===== config.mk =====
export PLATFORM = sky130hd
export DESIGN_NAME = rdreq_gate_seq
export DESIGN_NICKNAME = d
export VERILOG_FILES = /design/src/rtl/rdreq_pkg.sv /design/src/rtl/rdreq_delay.sv /design/src/rtl/rdreq_tmo.sv /design/src/rtl/rdreq_gate_seq.sv
export SDC_FILE = /design/constraint.sdc
export NUM_CORES = 1
export LEC_CHECK = 0
export ABC_AREA = 1
export BUFFER_PORTS_ARGS = -buffer_cell sky130_fd_sc_hd__buf_4
export CORE_ASPECT_RATIO = 1.4
export CORE_UTILIZATION = 30
export DETAILED_ROUTE_END_ITERATION = 12
export PLACE_DENSITY = 0.54
export REMOVE_ABC_BUFFERS = 1
export SYNTH_ARGS = -nofsm -noshare
export SYNTH_HDL_FRONTEND = slang
export SYNTH_HIERARCHICAL = 1
export SYNTH_SLANG_ARGS = --single-unit

===== constraint.sdc =====
create_clock -name clk -period 1.6 [get_ports clk]
set_input_delay 0.16 -clock clk [delete_from_list [all_inputs] [get_ports clk]]
set_output_delay 0.16 -clock clk [all_outputs]
set_load 0.02 [all_outputs]

===== src/rtl/rdreq_pkg.sv =====
package rdreq_pkg;

  typedef enum logic [2:0] {
    ST_IDLE,
    ST_SETTLE,
    ST_READ,
    ST_CLEAR,
    ST_RECOVER
  } seq_st_t;

  // Length of a delay in clock cycles: code value times step size.
  function automatic logic [31:0] dly_cycles(input logic [31:0] code,
                                             input int unsigned step);
    return code * step;
  endfunction

endpackage


===== src/rtl/rdreq_delay.sv =====
module rdreq_delay #(
  parameter int unsigned VW   = 8,
  parameter int unsigned STEP = 1
) (
  input  logic          clk,
  input  logic          rst_n,
  input  logic          start,
  input  logic          abort,
  input  logic [VW-1:0] code,
  output logic          done
);
  localparam int unsigned CW = VW + $clog2(STEP);

  logic [CW-1:0] cnt;
  logic          run_q;

  always_ff @(posedge clk) begin
    if (!rst_n) begin
      cnt   <= '0;
      run_q <= 1'b0;
    end else if (abort) begin
      cnt   <= '0;
      run_q <= 1'b0;
    end else if (start) begin
      cnt   <= CW'(rdreq_pkg::dly_cycles(32'(code), STEP));
      run_q <= 1'b1;
    end else if (run_q) begin
      if (cnt == '0) run_q <= 1'b0;
      else           cnt   <= cnt - 1'b1;
    end
  end

  // Expiry event: visible for one cycle once the loaded count has drained.
  assign done = run_q && (cnt == '0);

  AST_DONE_SINGLE: assert property (@(posedge clk) disable iff (!rst_n)
    done && !start |=> !done);

endmodule


===== src/rtl/rdreq_tmo.sv =====
module rdreq_tmo #(
  parameter int unsigned LIMIT = 65536
) (
  input  logic clk,
  input  logic rst_n,
  input  logic clr,
  input  logic in_rd,
  input  logic eor,
  input  logic wst,
  output logic err_vme,
  output logic err_bus,
  output logic tmo_fire
);
  localparam int unsigned CW = (LIMIT < 2) ? 1 : $clog2(LIMIT);
  localparam logic [CW-1:0] LAST = CW'(LIMIT - 1);

  logic [CW-1:0] cnt;

  always_ff @(posedge clk) begin
    if (!rst_n || !in_rd) cnt <= '0;
    else if (cnt != LAST) cnt <= cnt + 1'b1;
  end

  assign tmo_fire = in_rd && (cnt == LAST) && !eor && !clr && !err_vme && !err_bus;

  always_ff @(posedge clk) begin
    if (!rst_n || clr) begin
      err_vme <= 1'b0;
      err_bus <= 1'b0;
    end else if (tmo_fire) begin
      err_vme <= wst;
      err_bus <= !wst;
    end
  end

  AST_ERR_EXCLUSIVE: assert property (@(posedge clk) disable iff (!rst_n)
    !(err_vme && err_bus));
  AST_ERR_STICKY: assert property (@(posedge clk) disable iff (!rst_n)
    (err_vme || err_bus) && !clr |=> (err_vme || err_bus));
  AST_CLR_WIPES_ERR: assert property (@(posedge clk) disable iff (!rst_n)
    clr |=> !err_vme && !err_bus);

endmodule


===== src/rtl/rdreq_gate_seq.sv =====
module rdreq_gate_seq #(
  parameter int unsigned CODE_W     = 8,
  parameter int unsigned SUB_TICK   = 8,
  parameter int unsigned TMO_CYCLES = 65536
) (
  input  logic              clk,
  input  logic              rst_n,
  input  logic              clr_cmd,
  input  logic              slave_mode,
  input  logic              inhibit,
  input  logic              gate,
  input  logic              req_in,
  input  logic              eor,
  input  logic              wst,
  input  logic [CODE_W-1:0] settle_code,
  input  logic [CODE_W-1:0] recover_code,
  output logic              req_out,
  output logic              busy,
  output logic              fe_clr,
  output logic              fe_enable,
  output logic              err_vme,
  output logic              err_bus
);
  import rdreq_pkg::*;

  seq_st_t st, st_nx;
  logic    gate_q;

  // Named internal events
  logic gate_accept;
  logic settle_done;
  logic rec_done;
  logic sample_hit;
  logic sample_miss;
  logic seq_abort;
  logic tmo_fire;

  assign seq_abort   = clr_cmd || slave_mode;
  assign gate_accept = gate && !gate_q && (st == ST_IDLE) && !inhibit && !seq_abort;
  assign sample_hit  = settle_done && req_in;
  assign sample_miss = settle_done && !req_in;

  always_ff @(posedge clk) begin
    if (!rst_n) gate_q <= 1'b0;
    else        gate_q <= gate;
  end

  rdreq_delay #(.VW(CODE_W), .STEP(SUB_TICK)) settle_i (
    .clk   (clk),
    .rst_n (rst_n),
    .start (gate_accept),
    .abort (seq_abort),
    .code  (settle_code),
    .done  (settle_done)
  );

  rdreq_delay #(.VW(CODE_W), .STEP(1)) recover_i (
    .clk   (clk),
    .rst_n (rst_n),
    .start (st == ST_CLEAR && !seq_abort),
    .abort (seq_abort),
    .code  (recover_code),
    .done  (rec_done)
  );

  rdreq_tmo #(.LIMIT(TMO_CYCLES)) tmo_i (
    .clk      (clk),
    .rst_n    (rst_n),
    .clr      (clr_cmd),
    .in_rd    (st == ST_READ),
    .eor      (eor),
    .wst      (wst),
    .err_vme  (err_vme),
    .err_bus  (err_bus),
    .tmo_fire (tmo_fire)
  );

  always_comb begin
    st_nx = st;
    if (seq_abort) begin
      st_nx = ST_IDLE;
    end else begin
      unique case (st)
        ST_IDLE:    if (gate_accept) st_nx = ST_SETTLE;
        ST_SETTLE:  if (sample_hit) st_nx = ST_READ;
                    else if (sample_miss) st_nx = ST_CLEAR;
        ST_READ:    if (eor) st_nx = ST_CLEAR;
        ST_CLEAR:   st_nx = ST_RECOVER;
        ST_RECOVER: if (rec_done) st_nx = ST_IDLE;
        default:    st_nx = ST_IDLE;
      endcase
    end
  end

  always_ff @(posedge clk) begin
    if (!rst_n) st <= ST_IDLE;
    else        st <= st_nx;
  end

  assign req_out   = (st == ST_READ);
  assign busy      = (st == ST_READ);
  assign fe_clr    = (st == ST_CLEAR);
  assign fe_enable = (st == ST_IDLE);

  AST_ACCEPT_VETO: assert property (@(posedge clk) disable iff (!rst_n)
    gate_accept |=> !fe_enable);
  AST_REQ_HELD: assert property (@(posedge clk) disable iff (!rst_n)
    req_out && !eor && !seq_abort |=> req_out);
  AST_MISS_CLEARS: assert property (@(posedge clk) disable iff (!rst_n)
    sample_miss && !seq_abort |=> fe_clr && !req_out);
  AST_CLR_PULSE: assert property (@(posedge clk) disable iff (!rst_n)
    fe_clr |=> !fe_clr);
  AST_EOR_CLEARS: assert property (@(posedge clk) disable iff (!rst_n)
    req_out && eor && !seq_abort |=> fe_clr && !req_out && !busy);
  AST_TMO_IN_READ: assert property (@(posedge clk) disable iff (!rst_n)
    tmo_fire |=> req_out || seq_abort);
  AST_CMD_IDLES: assert property (@(posedge clk) disable iff (!rst_n)
    clr_cmd |=> fe_enable && !req_out);
  AST_SLAVE_QUIET: assert property (@(posedge clk) disable iff (!rst_n)
    slave_mode |=> !req_out && !fe_clr && fe_enable);

endmodule


==> flow_summary_export.csv <==
group,metric,value,unit
outcome,status,"finished with violations",
outcome,violations,"setup timing",
route,wl_per_cell,10.81,µm
critical_path,rr_worst_depth,13,
critical_path,rr_endpoint,"st[0]",
route,final_antenna_net_count,0,
clock_network,cts-root-buf,"clkbuf_16",
timing,setup_viol,2,
place,dp_slack,-0.03787,ns
yosys,synth_cells,437,
timing,slew_headroom,79.60,%
place,gp_congestion,0.8764,
die,dieHeight,115.3,µm
layout,final_cells,597,
layout,area_growth,26.45,%
global_route,grt_use_met2,27.16,%
clock_network,cts_hold_buf,0,
critical_path,start_kind,"flip-flop",
place,io_buffers,30,
clock_network,h-tree-depth,2,
layout,final_common_cell,"nand2_1",
die,dieWidth,82.96,µm
worst_hold_path,hold_class,"input pin to flip-flop",
power,leakagePower,0.001661,µW
layout,fillers,990,
power,ir_drop,0.3526,mV
clock_network,clockBufferDepth,2,
route,wl,6453,µm
global_route,grt_pass1_vias,2589,
die,std_cell_rows,41,
global_route,busiest_layer,"met2",
clock_network,cts_tree,"done",
global_route,grt_use_met1,14.34,%
worst_hold_path,holdPathStages,3,
worst_hold_path,holdPathEnd,"gate_q",
timing,hold_ws,0.05368,ns
job,drv_cap,0,
timing,skew,0.006287,ns
layout,drive_gt1_share,22.65,%
timing,setup_slack,-0.04818,ns
yosys,ys_warn_count,6,
place,dp.cells,581,
route,vias_per_cell,4.581,
critical_path,worstSetupStartpoint,"settle_i/cnt[1]",
route,drc,0,
timing,grt_setup_unrepaired,"true",
critical_path,reg2reg_from,"settle_i/cnt[1]",
die,io_pins,31,
layout,final_net_count,519,
critical_path,worst-setup-path-type,"flip-flop to flip-flop",
critical_path,critPathMaxFanout,3,
layout,diodes,0,
route,dr.pass1.iters,4,
global_route,grt_pass1_wl,10850,µm
clock_network,cts_num_sinks,43,
global_route,use_met3,2.800,%
worst_hold_path,hold_start,"gate",
timing,hold_viol,0,
layout,layout_common_cells,"nand2_1 (110), inv_1 (67), nor2_1 (64)",
yosys,syn_area_per_cell,6.299,µm²
clock_network,clk_pin_slew,0.07,ns
global_route,gr-total-overflow,0,
die,die_area,9568,µm²
clock_network,clk_latency,0.29,ns
die,start_util,30.66,%
global_route,grt_max_degree,16,
timing,fin_crit_sh,103.0,%
timing,fin_crit,1.648,ns
yosys,syn_area,2753,µm²
route,vias,2735,
timing,fmax,606.7,MHz
timing,tightest_slew,0.3049,ns
timing,finalMaxSlewViolations,0,
route,detail_route.iter0.violations,58,
global_route,grt_use_total,13.89,%
place,hpwl,5013,µm
die,core,8977,µm²
global_route,antenna_found_initial,0,
clock_network,cts_buffers,5,
critical_path,cp-end-kind,"flip-flop",
critical_path,worstPathRequired,1.79,ns
critical_path,arrival,1.84,ns
power,powerDensity,638.8,nW/µm²
critical_path,r2r_slack,-0.05,ns
[cell type report]
type,count,area [µm²],share of cell area (%)
timing repair buffer,50,402.9,11.57
multi-input combinational,313,1634,46.94
tap,107,133.9,3.846
clock inverter,3,23.77,0.6830
sequential,43,865.8,24.87
inverter,76,295.3,8.483
clock buffer,5,125.1,3.595
[report_power, final]
group          switching, µW  internal [µW]
Clock                    458            584
Sequential              1.88           1070
Combinational           50.7           56.0
Total                    511           1710
[critical path: stages (launching register included)]
cell	delay [ns]
dfxtp_2	0.33
inv_2	0.08
ha_4	0.13
inv_2	0.03
nor2_2	0.10
nand3_2	0.13
nor3_4	0.22
inv_1	0.07
nand3_2	0.09
nand2_2	0.07
nor2_4	0.11
nand3_1	0.08
nand2_1	0.07
nor2_1	0.04
[through the flow]
stage	cell area (µm²)	power (µW)	util [%]	TNS [ns]
3_5_place_dp	3161	1204	35.21	-0.06754
6_report	3481	2223	38.77	-0.07264
5_1_grt	3481	2331	38.77	-0.4207
2_1_floorplan	2711	1139	-	-0.1008
3_3_place_gp	3161	1204	35.21	0
4_1_cts	3314	2269	36.92	0
[sequential cells by signal, indices dropped and copies added (netlist names)]
name	cells
st	3
recover_i/cnt	8
recover_i/run_q	1
settle_i/run_q	1
settle_i/cnt	11
gate_q	1
tmo_i/err_bus	1
tmo_i/err_vme	1
tmo_i/cnt	16
[routing by layer]
metal,routed length (µm),vias up
met1,2679,1232
met2,3509,32
met3,155,9
met4,109,0
li1,-,1462
met5,0,-
[repair_timing]
action,CTS,global route
setup buffers,0,8
pin swaps,0,12
resized for setup,1,29
endpoints found under the setup margin,2,21
cloned,0,0
[worst max-delay path by stage]
stage	end	cells after the start
3_5_place_dp	st[0]	13
4_1_cts	settle_i/cnt[7]	11
3_3_place_gp	st[1]	13
2_1_floorplan	recover_i/cnt[7]	9
6_report	st[0]	13
5_1_grt	st[0]	13
(Power assumes the default switching activity.)
